### config.mk
export PLATFORM = sky130hd
export DESIGN_NAME = uart_irq_ctrl
export DESIGN_NICKNAME = d
export VERILOG_FILES = /design/src/rtl/uart_irq_pkg.sv /design/src/rtl/uart_rx_level.sv /design/src/rtl/uart_tx_level.sv /design/src/rtl/uart_rx_watchdog.sv /design/src/rtl/uart_irq_ctrl.sv
export SDC_FILE = /design/constraint.sdc
export NUM_CORES = 1
export LEC_CHECK = 0
export BUFFER_PORTS_ARGS = -buffer_cell sky130_fd_sc_hd__buf_4
export CAP_MARGIN = 40
export CORE_MARGIN = 2
export CORE_UTILIZATION = 25
export CTS_CLUSTER_SIZE = 14
export DETAILED_ROUTE_END_ITERATION = 10
export GPL_ROUTABILITY_DRIVEN = 1
export GPL_TIMING_DRIVEN = 1
export PLACE_DENSITY_LB_ADDON = 0.15
export SYNTH_ARGS = -nofsm -noshare
export SYNTH_HDL_FRONTEND = slang
export SYNTH_SLANG_ARGS = --single-unit
### constraint.sdc
create_clock -name clk -period 3.4 [get_ports clk]
set_input_delay 0.85 -clock clk [delete_from_list [all_inputs] [get_ports clk]]
set_output_delay 0.85 -clock clk [all_outputs]
set_load 0.005 [all_outputs]
### src/rtl/uart_irq_pkg.sv
package uart_irq_pkg;
  parameter int unsigned FIFO_DEPTH = 8;
  parameter int unsigned WD_BIT_TIMES = 64;
  localparam int unsigned CNT_W = $clog2(FIFO_DEPTH + 1);

  typedef enum logic [1:0] {
    TXL_ALL     = 2'b00,
    TXL_HALF    = 2'b01,
    TXL_3QUART  = 2'b10,
    TXL_ANY     = 2'b11
  } tx_lvl_e;
endpackage

### src/rtl/uart_rx_level.sv
module uart_rx_level
  import uart_irq_pkg::*;
#(
  parameter int unsigned CW = CNT_W
) (
  input  logic          clk,
  input  logic          rst_n,
  input  logic [CW-1:0] count,
  input  logic [2:0]    code,
  output logic          hit
);
  logic [CW-1:0] need;

  always_comb begin
    need = CW'(code) + CW'(1);
    hit  = (count >= need);
  end

  AST_FULL_HITS: assert property (@(posedge clk) disable iff (!rst_n)
    (count == CW'(FIFO_DEPTH)) |-> hit);
  AST_EMPTY_QUIET: assert property (@(posedge clk) disable iff (!rst_n)
    (count == '0) |-> !hit);
endmodule

### src/rtl/uart_tx_level.sv
module uart_tx_level
  import uart_irq_pkg::*;
#(
  parameter int unsigned CW = CNT_W
) (
  input  logic          clk,
  input  logic          rst_n,
  input  logic [CW-1:0] free,
  input  logic [1:0]    code,
  input  logic          enable,
  output logic          req
);
  localparam logic [CW-1:0] NEED_ALL  = CW'(FIFO_DEPTH);
  localparam logic [CW-1:0] NEED_HALF = CW'(FIFO_DEPTH / 2);
  localparam logic [CW-1:0] NEED_3Q   = CW'((FIFO_DEPTH * 3) / 4);
  localparam logic [CW-1:0] NEED_ANY  = CW'(1);

  logic [CW-1:0] need;

  always_comb begin
    unique case (tx_lvl_e'(code))
      TXL_ALL:    need = NEED_ALL;
      TXL_HALF:   need = NEED_HALF;
      TXL_3QUART: need = NEED_3Q;
      default:    need = NEED_ANY;
    endcase
    req = enable && (free >= need);
  end

  AST_TX_FULL_QUIET: assert property (@(posedge clk) disable iff (!rst_n)
    (free == '0) |-> !req);
  AST_TX_EMPTY_REQ: assert property (@(posedge clk) disable iff (!rst_n)
    (enable && free == NEED_ALL) |-> req);
endmodule

### src/rtl/uart_rx_watchdog.sv
module uart_rx_watchdog
  import uart_irq_pkg::*;
#(
  parameter int unsigned LIMIT = WD_BIT_TIMES,
  parameter int unsigned CW = CNT_W
) (
  input  logic          clk,
  input  logic          rst_n,
  input  logic          enable,
  input  logic          tick,
  input  logic          rd,
  input  logic          wr,
  input  logic [CW-1:0] count,
  output logic          flag
);
  localparam int unsigned WDW = $clog2(LIMIT) + 1;
  localparam logic [WDW-1:0] LAST = WDW'(LIMIT - 1);
  localparam logic [WDW-1:0] SAT  = WDW'(LIMIT);

  logic [WDW-1:0] idle_q, idle_d;
  logic           idle_en;
  logic           flag_d, flag_en;
  logic           restart, fire;

  always_comb begin
    restart = rd || wr || (count == '0) || !enable;
    fire    = !restart && tick && (idle_q == LAST);
    idle_en = restart || (tick && (idle_q != SAT));
    idle_d  = restart ? '0 : idle_q + WDW'(1);
    flag_en = rd || fire;
    flag_d  = !rd;
  end

  always_ff @(posedge clk or negedge rst_n) begin
    if (!rst_n)       idle_q <= '0;
    else if (idle_en) idle_q <= idle_d;
  end

  always_ff @(posedge clk or negedge rst_n) begin
    if (!rst_n)       flag <= 1'b0;
    else if (flag_en) flag <= flag_d;
  end

  AST_IDLE_BOUND: assert property (@(posedge clk) disable iff (!rst_n)
    idle_q <= SAT);
  AST_ACCESS_RESTART: assert property (@(posedge clk) disable iff (!rst_n)
    (rd || wr) |=> (idle_q == '0));
  AST_NO_FIRE_EMPTY: assert property (@(posedge clk) disable iff (!rst_n)
    (count == '0 && !flag) |=> !flag);
  AST_OFF_NO_FIRE: assert property (@(posedge clk) disable iff (!rst_n)
    (!enable && !flag) |=> !flag);
  AST_READ_CLEARS: assert property (@(posedge clk) disable iff (!rst_n)
    rd |=> !flag);
  AST_FLAG_HOLDS: assert property (@(posedge clk) disable iff (!rst_n)
    (flag && !rd) |=> flag);
endmodule

### src/rtl/uart_irq_ctrl.sv
module uart_irq_ctrl
  import uart_irq_pkg::*;
(
  input  logic             clk,
  input  logic             rst_n,
  input  logic             bit_tick,
  input  logic [CNT_W-1:0] rx_count,
  input  logic [CNT_W-1:0] tx_free,
  input  logic             rx_read,
  input  logic             rx_write,
  input  logic             tx_enable,
  input  logic             rx_wd_enable,
  input  logic             rx_lvl_msb,
  input  logic [1:0]       rx_lvl_lsbs,
  input  logic [1:0]       tx_lvl,
  output logic             rx_irq,
  output logic             tx_irq,
  output logic             rx_wd_flag
);
  logic [2:0] rx_code;
  logic       rx_hit;

  assign rx_code = {rx_lvl_msb, rx_lvl_lsbs};

  uart_rx_level #(.CW(CNT_W)) u_rx_level (
    .clk(clk), .rst_n(rst_n), .count(rx_count), .code(rx_code), .hit(rx_hit)
  );

  uart_tx_level #(.CW(CNT_W)) u_tx_level (
    .clk(clk), .rst_n(rst_n), .free(tx_free), .code(tx_lvl),
    .enable(tx_enable), .req(tx_irq)
  );

  uart_rx_watchdog #(.LIMIT(WD_BIT_TIMES), .CW(CNT_W)) u_rx_wd (
    .clk(clk), .rst_n(rst_n), .enable(rx_wd_enable), .tick(bit_tick),
    .rd(rx_read), .wr(rx_write), .count(rx_count), .flag(rx_wd_flag)
  );

  always_comb rx_irq = rx_hit || rx_wd_flag;

  AST_TX_OFF_QUIET: assert property (@(posedge clk) disable iff (!rst_n)
    !tx_enable |-> !tx_irq);
  AST_WD_FORCES_RX: assert property (@(posedge clk) disable iff (!rst_n)
    rx_wd_flag |-> rx_irq);
endmodule

==> qor.txt, run 1 <==
Status -> finished, final reports clean
WP data arrival -> 2260 ps
Setup Crit Path Kind -> in -> out
Period minus WS final -> 3110 ps
Worst skew pair latency -> 250 ps
RSZ-0062 raised after global routing -> no
CTS tree -> done
Post-Syn Instances -> 76
Final Hold Fails -> 0
Worst-Margin Slew -> 382 ps
Gpl congestion -> 0.757
Via density -> 4.44
DRC Markers -> 0
Via count -> 582
Iter 0 DRT Violations -> 17
Leak pwr -> 0.464 nW
Startpoint Class -> input port
Antenna diodes -> 0
GRT busiest layer -> met2
First-pass GRT wire length -> 2.32 mm
Placed cell area -> 875 µm²
Distinct cell type count after synthesis -> 22
Sequential share of the synthesized area -> 29.8%
M2 GR Usage -> 14.8%
Crit. End Element -> output pin
Worst EP required -> 2550 ps
Total track usage -> 8.78%
Final ANT Viol Nets -> 0
Post-Syn Nets -> 110
Core Box Area -> 0.00252 mm²
Clock Tree Buf Depth -> 2
Initial antenna violation count -> 0
Detailed Route WL -> 1.24 mm
M1 GR Usage -> 12.1%
Hpwl dp -> 1.07 mm
Die X -> 55.8 µm
Setup tns final -> 0 ps
#FFs+latches synth -> 8
FMAX -> 322 MHz
Power per cell area -> 249 mW/mm²
Io pins -> 23
Met3 Usage GRT -> 0.930%
Vias in the first global route -> 564
Drt first pass iters -> 4
Final Slew Violations -> 0
CTS resizes -> 0
Initial cell density of the core -> 26.6%
Largest net degree at the start of global routing -> 9
Post-CTS Setup Inserts -> 0
Syn-to-layout area delta -> 33.5%
H-tree levels -> 1
Clock Sinks -> 8
Tightest Hold Check Type -> in -> async
Clock Pin Slew Worst Setup and Hold Paths -> 50 ps
Fin area -> 897 µm²
Die area -> 0.00312 mm²
Post-synth design cell area -> 672 µm²
Grt total ovfl -> 0
Share of cells above drive strength 1 -> 26.7%
# setup viols final -> 0
Ratio of final minimum period to clock period -> 91.3%
Final core occ -> 35.6%
Syn. warnings -> 0
Hold Buf Count CTS -> 0
TritonCTS buffer count -> 3
# rows -> 18
Critical path fanouts, max -> 3
Nets@finish -> 137
Syn Area/Cell -> 8.84 µm²
Clk_skew -> 2.72 ps
Die H -> 55.8 µm
Slew HR -> 74.3%
Total of max-cap violations -> 0
Worst VDD drop -> 0.000145 V
Root Driver -> clkbuf_4
PortBufs -> 22
Avg WL per Cell -> 9.49 µm
Fill cells -> 264
[final cells by class]
class                      count  area, µm²  area share [%]
multi-input combinational     54        419            46.7
sequential                     8        200            22.3
timing repair buffer          22        165            18.4
inverter                      14       52.6            5.86
tap                           30       37.5            4.18
clock buffer                   3       22.5            2.51
[cell usage after synthesis]
| cell | number | area share [%] |
|---|---|---|
| ha_1 | 14 | 26 |
| a21boi_0 | 1 | 1.1 |
| nand2b_1 | 1 | 0.93 |
| nand3_1 | 1 | 0.74 |
| nor4_1 | 1 | 0.93 |
| a21oi_1 | 4 | 3.0 |
| xor2_1 | 2 | 2.6 |
| nor2_1 | 9 | 5.0 |
| o21ai_0 | 3 | 2.2 |
| nand2_1 | 3 | 1.7 |
| dfrtp_1 | 8 | 30 |
| xnor2_1 | 3 | 3.9 |
| a211o_1 | 1 | 1.3 |
| a311oi_1 | 1 | 1.3 |
| nand3_2 | 1 | 1.5 |
| a31o_2 | 1 | 1.3 |
| a21o_1 | 2 | 2.2 |
| nand4_1 | 2 | 1.9 |
| inv_1 | 14 | 7.8 |
| or4_1 | 2 | 2.2 |
| or3_1 | 1 | 0.93 |
| mux2i_1 | 1 | 1.5 |
[worst max-delay path, cell delays in order]
cell	delay, ps
buf_4	120
ha_1	270
inv_1	40
ha_1	260
a21o_1	150
a21o_1	160
a211o_1	280
buf_4	130
[kinds of logic after synthesis]
kind of cell | after synthesis | synth area share, %
fa+ha+maj | 14 | 26.1
simple gates | 21 | 15.8
buf+inv | 14 | 7.82
compound gates | 13 | 12.5
mux | 1 | 1.49
flops | 8 | 29.8
xor+xnor | 5 | 6.52
[routing by layer]
| metal | vias to the layer above | routed length, µm |
|---|---|---|
| met5 | - | 0 |
| met4 | 0 | 10 |
| met3 | 2 | 92 |
| met2 | 17 | 576 |
| met1 | 254 | 564 |
| li1 | 309 | - |
[per-stage QoR]
stage | cells | worst slack (ps) | hold WS [ps] | total power [W]
6_report | 131 | 295 | 406 | 0.000223
3_3_place_gp | 128 | 297 | 527 | 0.000153
3_5_place_dp | 128 | 281 | 534 | 0.000155
4_1_cts | 131 | 287 | 413 | 0.000225
2_1_floorplan | 76 | 562 | 521 | 0.000124
5_1_grt | 131 | 241 | 409 | 0.000237
[power breakdown]
part | total [W] | leakage [nW] | internal (W) | switching, W
Clock | 0.0000716 | 0.0138 | 0.0000403 | 0.0000313
Combinational | 0.0000555 | 0.338 | 0.0000327 | 0.0000228
Sequential | 0.0000961 | 0.112 | 0.0000957 | 0.000000357
Total | 0.000223 | 0.464 | 0.000169 | 0.0000545
[cell usage in the layout, fill, tap and decap left out]
cell type / instances
a311oi_1: 1
nand3_2: 1
clkbuf_4: 3
inv_1: 14
a211o_1: 1
nand2b_1: 1
a21oi_1: 4
a31o_2: 1
xnor2_1: 3
or4_1: 2
nor2_1: 9
xor2_1: 2
nor4_1: 1
nand4_1: 2
mux2i_1: 1
o21ai_0: 3
or3_1: 1
a21boi_0: 1
buf_4: 22
dfrtp_1: 8
nand3_1: 1
ha_1: 14
nand2_1: 3
a21o_1: 2
[state kept, by name, indices dropped and copies added, names as in the netlist]
register and cells:
u_rx_wd.idle_q 7, u_rx_wd.flag 1
[worst paths after layout]
check	from	endpoint	slack (ps)	cells after the start
worst min-delay path	rst_n	u_rx_wd.idle_q[5]$_DFFE_PN0P_	410	1
max in group asynchronous	rst_n	u_rx_wd.flag$_DFFE_PN0P_	2860	1
worst min register to register	u_rx_wd.flag$_DFFE_PN0P_	u_rx_wd.flag$_DFFE_PN0P_	540	2
worst max-delay path	rx_lvl_lsbs[0]	rx_irq	290	8
worst max register to register	u_rx_wd.idle_q[1]$_DFFE_PN0P_	u_rx_wd.flag$_DFFE_PN0P_	1950	4
min in group clk	u_rx_wd.flag$_DFFE_PN0P_	u_rx_wd.flag$_DFFE_PN0P_	540	2
Power figures use the tool's default switching activity.
==> run 2: changes to the inputs <==
--- a/config.mk
+++ b/config.mk
@@ -13,7 +13,6 @@
 export DETAILED_ROUTE_END_ITERATION = 10
 export GPL_ROUTABILITY_DRIVEN = 1
 export GPL_TIMING_DRIVEN = 1
-export PLACE_DENSITY_LB_ADDON = 0.15
 export SYNTH_ARGS = -nofsm -noshare
 export SYNTH_HDL_FRONTEND = slang
 export SYNTH_SLANG_ARGS = --single-unit
==> qor.txt, run 2 (synthesis gave the netlist of run 1 again) <==
Ratio of final minimum period to clock period -> 91.3%
Biggest regs -> u_rx_wd.idle_q: 7 flops, u_rx_wd.flag: 1 flops
Via density -> 4.35
Final Hold Fails -> 0
Status -> finished, final reports clean
Antenna diodes -> 0
Worst r2r src -> u_rx_wd.idle_q[1]$_DFFE_PN0P_
Most common cell after layout, fill and taps aside -> buf_4
Slew HR -> 77.2%
Hold Buf Count CTS -> 0
Final Slew Violations -> 0
Die area -> 0.00312 mm²
Hpwl dp -> 1.05 mm
Largest Register -> u_rx_wd.idle_q
Crit. End Element -> output pin
Iter 0 DRT Violations -> 14
RSZ-0062 raised after global routing -> no
# rows -> 18
Tightest Hold Check Type -> in -> async
Core Box Area -> 0.00252 mm²
Part of the power in the clock network -> 33.1%
FMAX -> 322 MHz
CTS resizes -> 0
Critical Path Slowest Stage Cell -> a211o_1
Power per cell area -> 253 mW/mm²
Drt first pass iters -> 2
Critical path fanouts, max -> 3
Switching Share -> 25.5%
Clock Tree Buf Depth -> 2
Vias in the first global route -> 548
Clock Sinks -> 8
Commonest non-fill, non-tap cells in the layout -> buf_4, inv_1, ha_1
Crit path largest cell delay -> 280 ps
Root Driver -> clkbuf_4
# setup viols final -> 0
Pint -> 0.000169 W
Worst VDD drop -> 0.000205 V
Clk_skew -> 1.94 ps
Initial antenna violation count -> 0
Io pins -> 23
Multi-input gate area -> 419 µm²
Total track usage -> 8.73%
Worst skew pair latency -> 260 ps
Avg WL per Cell -> 9.59 µm
Die H -> 55.8 µm
Share of cells above drive strength 1 -> 26.7%
Gpl congestion -> 0.806
CTS tree -> done
Sequential Power Share -> 42.3%
Startpoint Class -> input port
Detailed Route WL -> 1.26 mm
Grt total ovfl -> 0
PortBufs -> 22
Leak pwr -> 0.464 nW
Initial cell density of the core -> 26.6%
Worst-Margin Slew -> 339 ps
WP data arrival -> 2260 ps
H-tree levels -> 1
Worst-path cell chain -> buf_4, ha_1, inv_1, ha_1, a21o_1, a21o_1, a211o_1, buf_4
Fin Hold WS -> 397 ps
Nets@finish -> 137
Final ANT Viol Nets -> 0
Fill cells -> 279
Largest register FFs -> 7
Setup Crit Path Kind -> in -> out
Period minus WS final -> 3110 ps
Post-CTS Setup Inserts -> 0
DRC Markers -> 0
Clock Pin Slew Worst Setup and Hold Paths -> 50 ps
Combinational Power Share -> 24.5%
Total of max-cap violations -> 0
Setup tns final -> 0 ps
NetSw -> 0.0000578 W
Worst EP required -> 2550 ps
TritonCTS buffer count -> 3
Largest net degree at the start of global routing -> 9
Via count -> 570
Syn-to-layout area delta -> 33.5%
Crit. Startpoint -> rx_lvl_lsbs[0]
Register area -> 200 µm²
First-pass GRT wire length -> 2.21 mm
Die X -> 55.8 µm
[run 2: cell counts in the layout (fill, tap and decap cells not counted)]
Identical to the previous run, type by type.
[run 2: layout make-up]
class / count / area share, %
Multi-Input combinational cell: 54 / 46.7
Sequential cell: 8 / 22.3
Timing Repair Buffer: 22 / 18.4
Inverter: 14 / 5.86
Tap cell: 30 / 4.18
Clock buffer: 3 / 2.51
[run 2: per-layer routing]
metal	part of all wire (%)	GRT usage, %
met1	47	11.6
met2	43	13.6
met3	7.4	1.63
met4	1.9	4.08
met5	0	0
[run 2: per-stage QoR]
step	setup WS, ps	power, W	util, %	instances	cell area, µm²
global placement	288	0.000153	34.7	128	875
CTS	283	0.000231	35.6	131	897
floorplan	562	0.000124	-	76	672
detailed placement	280	0.000155	34.7	128	875
finish	294	0.000227	35.6	131	897
global route	209	0.000244	35.6	131	897
[run 2: path summary, 6_finish.rpt]
check / endpoint / slack [ps] / depth (start not counted)
max: rx_irq / 290 / 8
min: u_rx_wd.idle_q[1]$_DFFE_PN0P_ / 400 / 1
max reg2reg: u_rx_wd.flag$_DFFE_PN0P_ / 1960 / 4
min reg2reg: u_rx_wd.flag$_DFFE_PN0P_ / 540 / 2
max in group asynchronous: u_rx_wd.idle_q[4]$_DFFE_PN0P_ / 2870 / 1
min in group clk: u_rx_wd.flag$_DFFE_PN0P_ / 540 / 2
[run 2: power by group through the flow]
| stage | Combinational (W) | Clock [W] | Sequential [W] |
|---|---|---|---|
| after floorplan | 0.0000266 | 0 | 0.0000976 |
| after global placement | 0.0000555 | 0 | 0.0000977 |
| after detailed placement | 0.0000570 | 0 | 0.0000977 |
| after CTS | 0.0000572 | 0.0000779 | 0.0000960 |
| after global routing | 0.0000648 | 0.0000829 | 0.0000960 |
| final | 0.0000557 | 0.0000751 | 0.0000960 |
[run 2: critical path, delay by kind of cell]
family                   cells  cell delay (ps)
adder cells (fa/ha/maj)      2              520
AO/OA/AOI/OAI                3              600
buffers and inverters        3              290
